`config.mk`:
```
export PLATFORM = sky130hd
export DESIGN_NAME = sio_cfg_port
export DESIGN_NICKNAME = d
export VERILOG_FILES = /design/src/rtl/sio_cfg_pkg.sv /design/src/rtl/sio_port_decode.sv /design/src/rtl/sio_wr_filter.sv /design/src/rtl/sio_reg_bank.sv /design/src/rtl/sio_cfg_port.sv
export SDC_FILE = /design/constraint.sdc
export NUM_CORES = 1
export LEC_CHECK = 0
export ABC_AREA = 0
export BUFFER_PORTS_ARGS = -buffer_cell sky130_fd_sc_hd__buf_2
export CAP_MARGIN = 40
export CORE_ASPECT_RATIO = 1.1
export CORE_MARGIN = 2
export CORE_UTILIZATION = 40
export DETAILED_ROUTE_END_ITERATION = 8
export SLEW_MARGIN = 20
export SYNTH_ARGS = -nofsm -noshare
export SYNTH_HDL_FRONTEND = slang
export SYNTH_HIERARCHICAL = 1
export SYNTH_SLANG_ARGS = --single-unit
```
`constraint.sdc`:
```
create_clock -name clk -period 11.3 [get_ports clk]
set_clock_uncertainty 0.05 [all_clocks]
set_input_delay 1.13 -clock clk [delete_from_list [all_inputs] [get_ports clk]]
set_output_delay 1.13 -clock clk [all_outputs]
set_load 0.01 [all_outputs]
```
`src/rtl/sio_cfg_pkg.sv`:
```
package sio_cfg_pkg;

   // Write rule for one register of the bank
   typedef enum logic [1:0] {
      WP_LOCKED = 2'd0,   // data writes dropped
      WP_OPEN   = 2'd1,   // any byte stored
      WP_KEYED  = 2'd2    // only the key byte stored
   } wpol_e;

   function automatic wpol_e wpol(input int unsigned i);
      case (i)
         'hE7, 'hE8: return WP_KEYED;
         'hE0, 'hE1, 'hE2, 'hE3, 'hE6, 'hEE, 'hEF, 'hF0,
         'hF1, 'hF2, 'hF4, 'hF6, 'hF8, 'hFC: return WP_OPEN;
         default: return WP_LOCKED;
      endcase
   endfunction

   function automatic logic [7:0] key_val(input int unsigned i);
      case (i)
         'hE7:    return 8'hFE;
         'hE8:    return 8'hBE;
         default: return 8'h00;
      endcase
   endfunction

   function automatic logic [7:0] rst_val(input int unsigned i);
      case (i)
         'hE0:    return 8'h3C;
         'hE2:    return 8'h03;
         'hE3:    return 8'hFC;
         'hE6:    return 8'hDE;
         'hE7:    return 8'hFE;
         'hE8:    return 8'hBE;
         default: return 8'h00;
      endcase
   endfunction

endpackage

```
`src/rtl/sio_port_decode.sv`:
```
module sio_port_decode #(
   parameter int          ADDR_W    = 16,
   parameter logic [15:0] BASE_ADDR = 16'h03F0
) (
   input  logic              win_en,
   input  logic [ADDR_W-1:0] addr,
   input  logic              wr_en,
   input  logic              rd_en,
   output logic              idx_wr,
   output logic              dat_wr,
   output logic              rd_hit
);
   localparam logic [ADDR_W-1:0] IDX_ADDR = ADDR_W'(BASE_ADDR);
   localparam logic [ADDR_W-1:0] DAT_ADDR = ADDR_W'(BASE_ADDR) + ADDR_W'(1);

   logic at_idx, at_dat;

   always_comb begin
      at_idx = win_en && (addr == IDX_ADDR);
      at_dat = win_en && (addr == DAT_ADDR);
      idx_wr = wr_en && at_idx;
      dat_wr = wr_en && at_dat;
      rd_hit = rd_en && (at_idx || at_dat);
   end
endmodule

```
`src/rtl/sio_wr_filter.sv`:
```
module sio_wr_filter
   import sio_cfg_pkg::*;
#(
   parameter int IDX_W  = 8,
   parameter int DATA_W = 8
) (
   input  logic [IDX_W-1:0]  idx,
   input  logic [DATA_W-1:0] din,
   output logic              ok
);
   always_comb begin
      case (wpol(int'(idx)))
         WP_OPEN:  ok = 1'b1;
         WP_KEYED: ok = (din == DATA_W'(key_val(int'(idx))));
         default:  ok = 1'b0;
      endcase
   end
endmodule

```
`src/rtl/sio_reg_bank.sv`:
```
module sio_reg_bank
   import sio_cfg_pkg::*;
#(
   parameter int NUM_REGS    = 256,
   parameter int DATA_W      = 8,
   parameter bit PRUNE_FIXED = 1'b1,
   localparam int IDX_W      = $clog2(NUM_REGS)
) (
   input  logic              clk,
   input  logic              rst_n,
   input  logic              we,
   input  logic [IDX_W-1:0]  widx,
   input  logic [DATA_W-1:0] wdata,
   input  logic [IDX_W-1:0]  ridx,
   output logic [DATA_W-1:0] rval
);
   logic [DATA_W-1:0] cells [NUM_REGS];

   for (genvar i = 0; i < NUM_REGS; i++) begin : g_cell
      localparam wpol_e             POL  = wpol(i);
      localparam logic [DATA_W-1:0] INIT = DATA_W'(rst_val(i));
      if (PRUNE_FIXED && POL != WP_OPEN) begin : g_const
         // a locked cell never changes; a keyed cell only accepts its reset value
         assign cells[i] = INIT;
      end else begin : g_flop
         logic [DATA_W-1:0] q;
         always_ff @(posedge clk) begin
            if (!rst_n)
               q <= INIT;
            else if (we && widx == IDX_W'(i))
               q <= wdata;
         end
         assign cells[i] = q;
      end
   end

   assign rval = cells[ridx];
endmodule

```
`src/rtl/sio_cfg_port.sv`:
```
module sio_cfg_port #(
   parameter int          ADDR_W      = 16,
   parameter int          DATA_W      = 8,
   parameter logic [15:0] BASE_ADDR   = 16'h03F0,
   parameter bit          PRUNE_FIXED = 1'b1
) (
   input  logic              clk,
   input  logic              rst_n,
   input  logic              win_en,
   input  logic [ADDR_W-1:0] addr,
   input  logic [DATA_W-1:0] wdata,
   input  logic              wr_en,
   input  logic              rd_en,
   output logic [DATA_W-1:0] rdata
);
   localparam int NUM_REGS = 1 << DATA_W;
   localparam int IDX_W    = DATA_W;

   // elaboration checks
   if (DATA_W != 8) begin : g_bad_width
      $error("sio_cfg_port: write rules are defined for an 8-bit index only");
   end
   if (ADDR_W < 2 || ADDR_W > 16) begin : g_bad_addr_w
      $error("sio_cfg_port: ADDR_W must be 2..16");
   end
   if (BASE_ADDR[0] != 1'b0) begin : g_bad_base
      $error("sio_cfg_port: BASE_ADDR must be even");
   end

   logic              idx_wr, dat_wr, rd_hit, wr_ok, bank_we;
   logic [IDX_W-1:0]  idx_q;
   logic [DATA_W-1:0] rval;

   sio_port_decode #(.ADDR_W(ADDR_W), .BASE_ADDR(BASE_ADDR)) u_dec (
      .win_en (win_en),
      .addr   (addr),
      .wr_en  (wr_en),
      .rd_en  (rd_en),
      .idx_wr (idx_wr),
      .dat_wr (dat_wr),
      .rd_hit (rd_hit)
   );

   sio_wr_filter #(.IDX_W(IDX_W), .DATA_W(DATA_W)) u_flt (
      .idx (idx_q),
      .din (wdata),
      .ok  (wr_ok)
   );

   assign bank_we = dat_wr && wr_ok;

   sio_reg_bank #(.NUM_REGS(NUM_REGS), .DATA_W(DATA_W), .PRUNE_FIXED(PRUNE_FIXED)) u_bank (
      .clk   (clk),
      .rst_n (rst_n),
      .we    (bank_we),
      .widx  (idx_q),
      .wdata (wdata),
      .ridx  (idx_q),
      .rval  (rval)
   );

   // index latch
   always_ff @(posedge clk) begin
      if (!rst_n)
         idx_q <= '0;
      else if (idx_wr)
         idx_q <= IDX_W'(wdata);
   end

   AST_IDX_LOAD: assert property (@(posedge clk) disable iff (!rst_n)
      idx_wr |=> idx_q == $past(wdata));
   AST_IDX_FROZEN_OFF: assert property (@(posedge clk) disable iff (!rst_n)
      !win_en |=> $stable(idx_q));
   AST_NO_WRITE_OFF: assert property (@(posedge clk) disable iff (!rst_n)
      !win_en |-> !bank_we);

   // read data register, one cycle latency
   always_ff @(posedge clk) begin
      if (!rst_n)
         rdata <= '1;
      else if (rd_en)
         rdata <= rd_hit ? rval : '1;
   end

   AST_READ_DUE: assert property (@(posedge clk) disable iff (!rst_n)
      rd_hit |=> rdata == $past(rval));
   AST_READ_HOLD: assert property (@(posedge clk) disable iff (!rst_n)
      !rd_en |=> $stable(rdata));
   AST_READ_OFF: assert property (@(posedge clk) disable iff (!rst_n)
      (rd_en && !win_en) |=> rdata == '1);
endmodule

```
==> results.yml <==
run_status:
  outcome: "completed"
worst_setup_path:
  crit_path_end_kind: "flop"
  path_class: "flop to flop"
  worstPathRequired_ps: 11530
  cp_max_fo: 51
  start_kind: "flop"
  cp_data_arrival_time_ps: 4460
  r2r_slack_ps: 7070
floorplan:
  die_h_um: 137
  core-area_sq_mm: 0.0157
  dieArea_sq_mm: 0.0172
  die_w_um: 125
  start_util_pct: 41.0
  io_pins: 37
  rows: 48
final_layout:
  finalNetCount: 694
  seqCellArea_sq_mm: 0.00256
  area_growth_pct: 13.9
  fill_cells: 1482
  multiInputGateArea_sq_mm: 0.00367
  n_antenna_cell: 0
  final_core_util_pct: 46.7
  drive_above_1_share_pct: 19.1
logic_synthesis:
  synth_nets: 670
  synth_top_area_share_pct: 39.7
  synthArstFlopShare_pct: 0
  ys_seq_elements: 128
  netlist_top_cells_area: "dfxtp_1 (40%), mux2i_1 (21%), nor2b_1 (10%)"
  synthMostInstantiatedCell: "mux2i_1"
  synth_edf_count: 0
  synthCells: 639
  synth_area_per_cell_sq_um: 10.1
  yosysTopAreaCell: "dfxtp_1"
  yosysWarnings: 6
  seq_area_frac_synth_pct: 39.7
  ys.flop_type: "dfxtp_1"
  synth_area_sq_mm: 0.00645
  synth_common_cells: "mux2i_1 (135), dfxtp_1 (128), nor2b_1 (106)"
  synth_cell_types: 59
sta:
  final-hold-violation-count: 0
  fmax_mhz: 236
  rsz0062_at_grt: "no"
  whs_ps: 421
  fin_tns_setup_ps: 0
  slew_headroom_pct: 41.2
  worst_slew_pin_slew_ps: 875
  period_needed_ps: 4230
  setup_viol: 0
  drv_slew: 0
  post-route-period-util_pct: 37.4
global_routing:
  grt_max_degree: 67
  grt_overflow: 0
  grt_pass1_wl_um: 25700
  grt_pass1_vias: 4796
  grt_util_all_layers_pct: 19.5
  antenna_found_initial: 0
worst_hold_path:
  hold_class: "flop to flop"
power:
  power.switching_w: 0.000209
  ir_drop_mv: 0.112
  pwr-share-clk_pct: 50.8
  p_sw_share_pct: 21.4
  p_seq_share_pct: 46.3
  power_density_mw_per_mm2: 133
  intPower_w: 0.000767
  p_leak_nw: 2.72
  combPwrFrac_pct: 3.0
clock_network:
  cts.htree.levels: 4
  cts.path.max_buffers: 2
  root_buffer: "clkbuf_16"
  cts_tree: "yes"
  clk_latency_ps: 430
  numClockSinks: 128
  cts_resized: 0
  cts_setup_buffers: 0
  cts.clk_slew.worst_paths_ps: 50
  cts_made_buffers: 17
  cts_hold_buf: 0
drt:
  drc: 0
  vias_per_cell: 5.47
  ant_nets: 0
  drt_iter0_drc: 353
  drt_first_pass_iters: 5
  wirelength_um: 16300
  wl_per_cell_um: 18.6
  vias: 4785
place:
  routabilityCongestion: 0.803
  dp_hpwl_um: 10300
  portBuffers: 36
flow_run:
  max_cap_viol_count: 0
-- worst max-delay path, cell delays in order (launching register included) --
cell	delay, ps
dfxtp_2	310
buf_4	310
or4b_4	620
a21o_2	230
ha_1	290
or3b_2	440
o32ai_1	200
and2_1	230
nand4_4	240
nor4b_2	560
buf_2	310
mux2i_1	220
nand2_1	70
-- worst paths after layout --
path | depth (start not counted) | startpoint | to
min reg2reg | 2 | u_bank/g_cell[227].g_flop.q[2] | u_bank/g_cell[227].g_flop.q[2]
max | 12 | idx_q[1] | u_bank/g_cell[224].g_flop.q[3]
max reg2reg | 12 | idx_q[1] | u_bank/g_cell[224].g_flop.q[3]
min | 2 | u_bank/g_cell[227].g_flop.q[2] | u_bank/g_cell[227].g_flop.q[2]
-- placed cells by master (no fill, tap or decap), types with 9 or more instances in the layout --
cell / count
nor2b_1: 106
mux2i_1: 135
o21ai_0: 16
dfxtp_1: 126
nand3_1: 9
mux2_2: 12
nor2_1: 30
clkbuf_16: 17
inv_1: 10
nand2_1: 29
a211oi_1: 10
buf_2: 37
-- final cells by class --
cell class              count  area share, %
clock buffers              24           6.83
well taps                 200           3.41
inverters                  11          0.562
clock inverters             6          0.443
repair buffers             48           3.87
flip-flops and latches    128           34.9
multi-input cells         457           49.9
-- cell families after synthesis --
logic type,after synthesis,share of synthesized area [%]
XOR/XNOR,1,0.136
flip-flops,128,39.7
AND/OR/NAND/NOR,228,22.7
adder cells (fa/ha/maj),2,0.388
buffers and inverters,54,3.59
AO/OA/AOI/OAI,72,7.94
multiplexers,154,25.5
-- state kept, by name, summed over array words and instances (netlist names) --
name	count
idx_q	8
rdata	8
u_bank/g_cell.g_flop.q	112
-- per-layer routing --
metal	track usage [%]	up-vias	part of all wire, %	routed length [um]
met4	7.65	0	2.2	361
met5	0	-	0	0
li1	-	2311	-	-
met2	33.5	110	49	7910
met3	4.07	28	3.2	529
met1	24.2	2336	46	7490
-- power by group through the flow --
stage          clock (W)  sequential (W)  combinational [W]
2_1_floorplan          0        0.000461          0.0000153
3_3_place_gp           0        0.000461          0.0000281
3_5_place_dp           0        0.000461          0.0000292
4_1_cts         0.000503        0.000452          0.0000292
5_1_grt         0.000524        0.000451          0.0000309
6_report        0.000496        0.000452          0.0000290
-- through the flow --
step	power (W)	std cells	setup slack, ps	instance area (sq um)
floorplan	0.000476	639	7630	6450
global placement	0.000489	838	6890	6750
detailed placement	0.000490	843	7080	6800
CTS	0.000984	873	7050	7330
global route	0.00101	874	6800	7340
finish	0.000976	874	7070	7340
(Power assumes the default switching activity.)
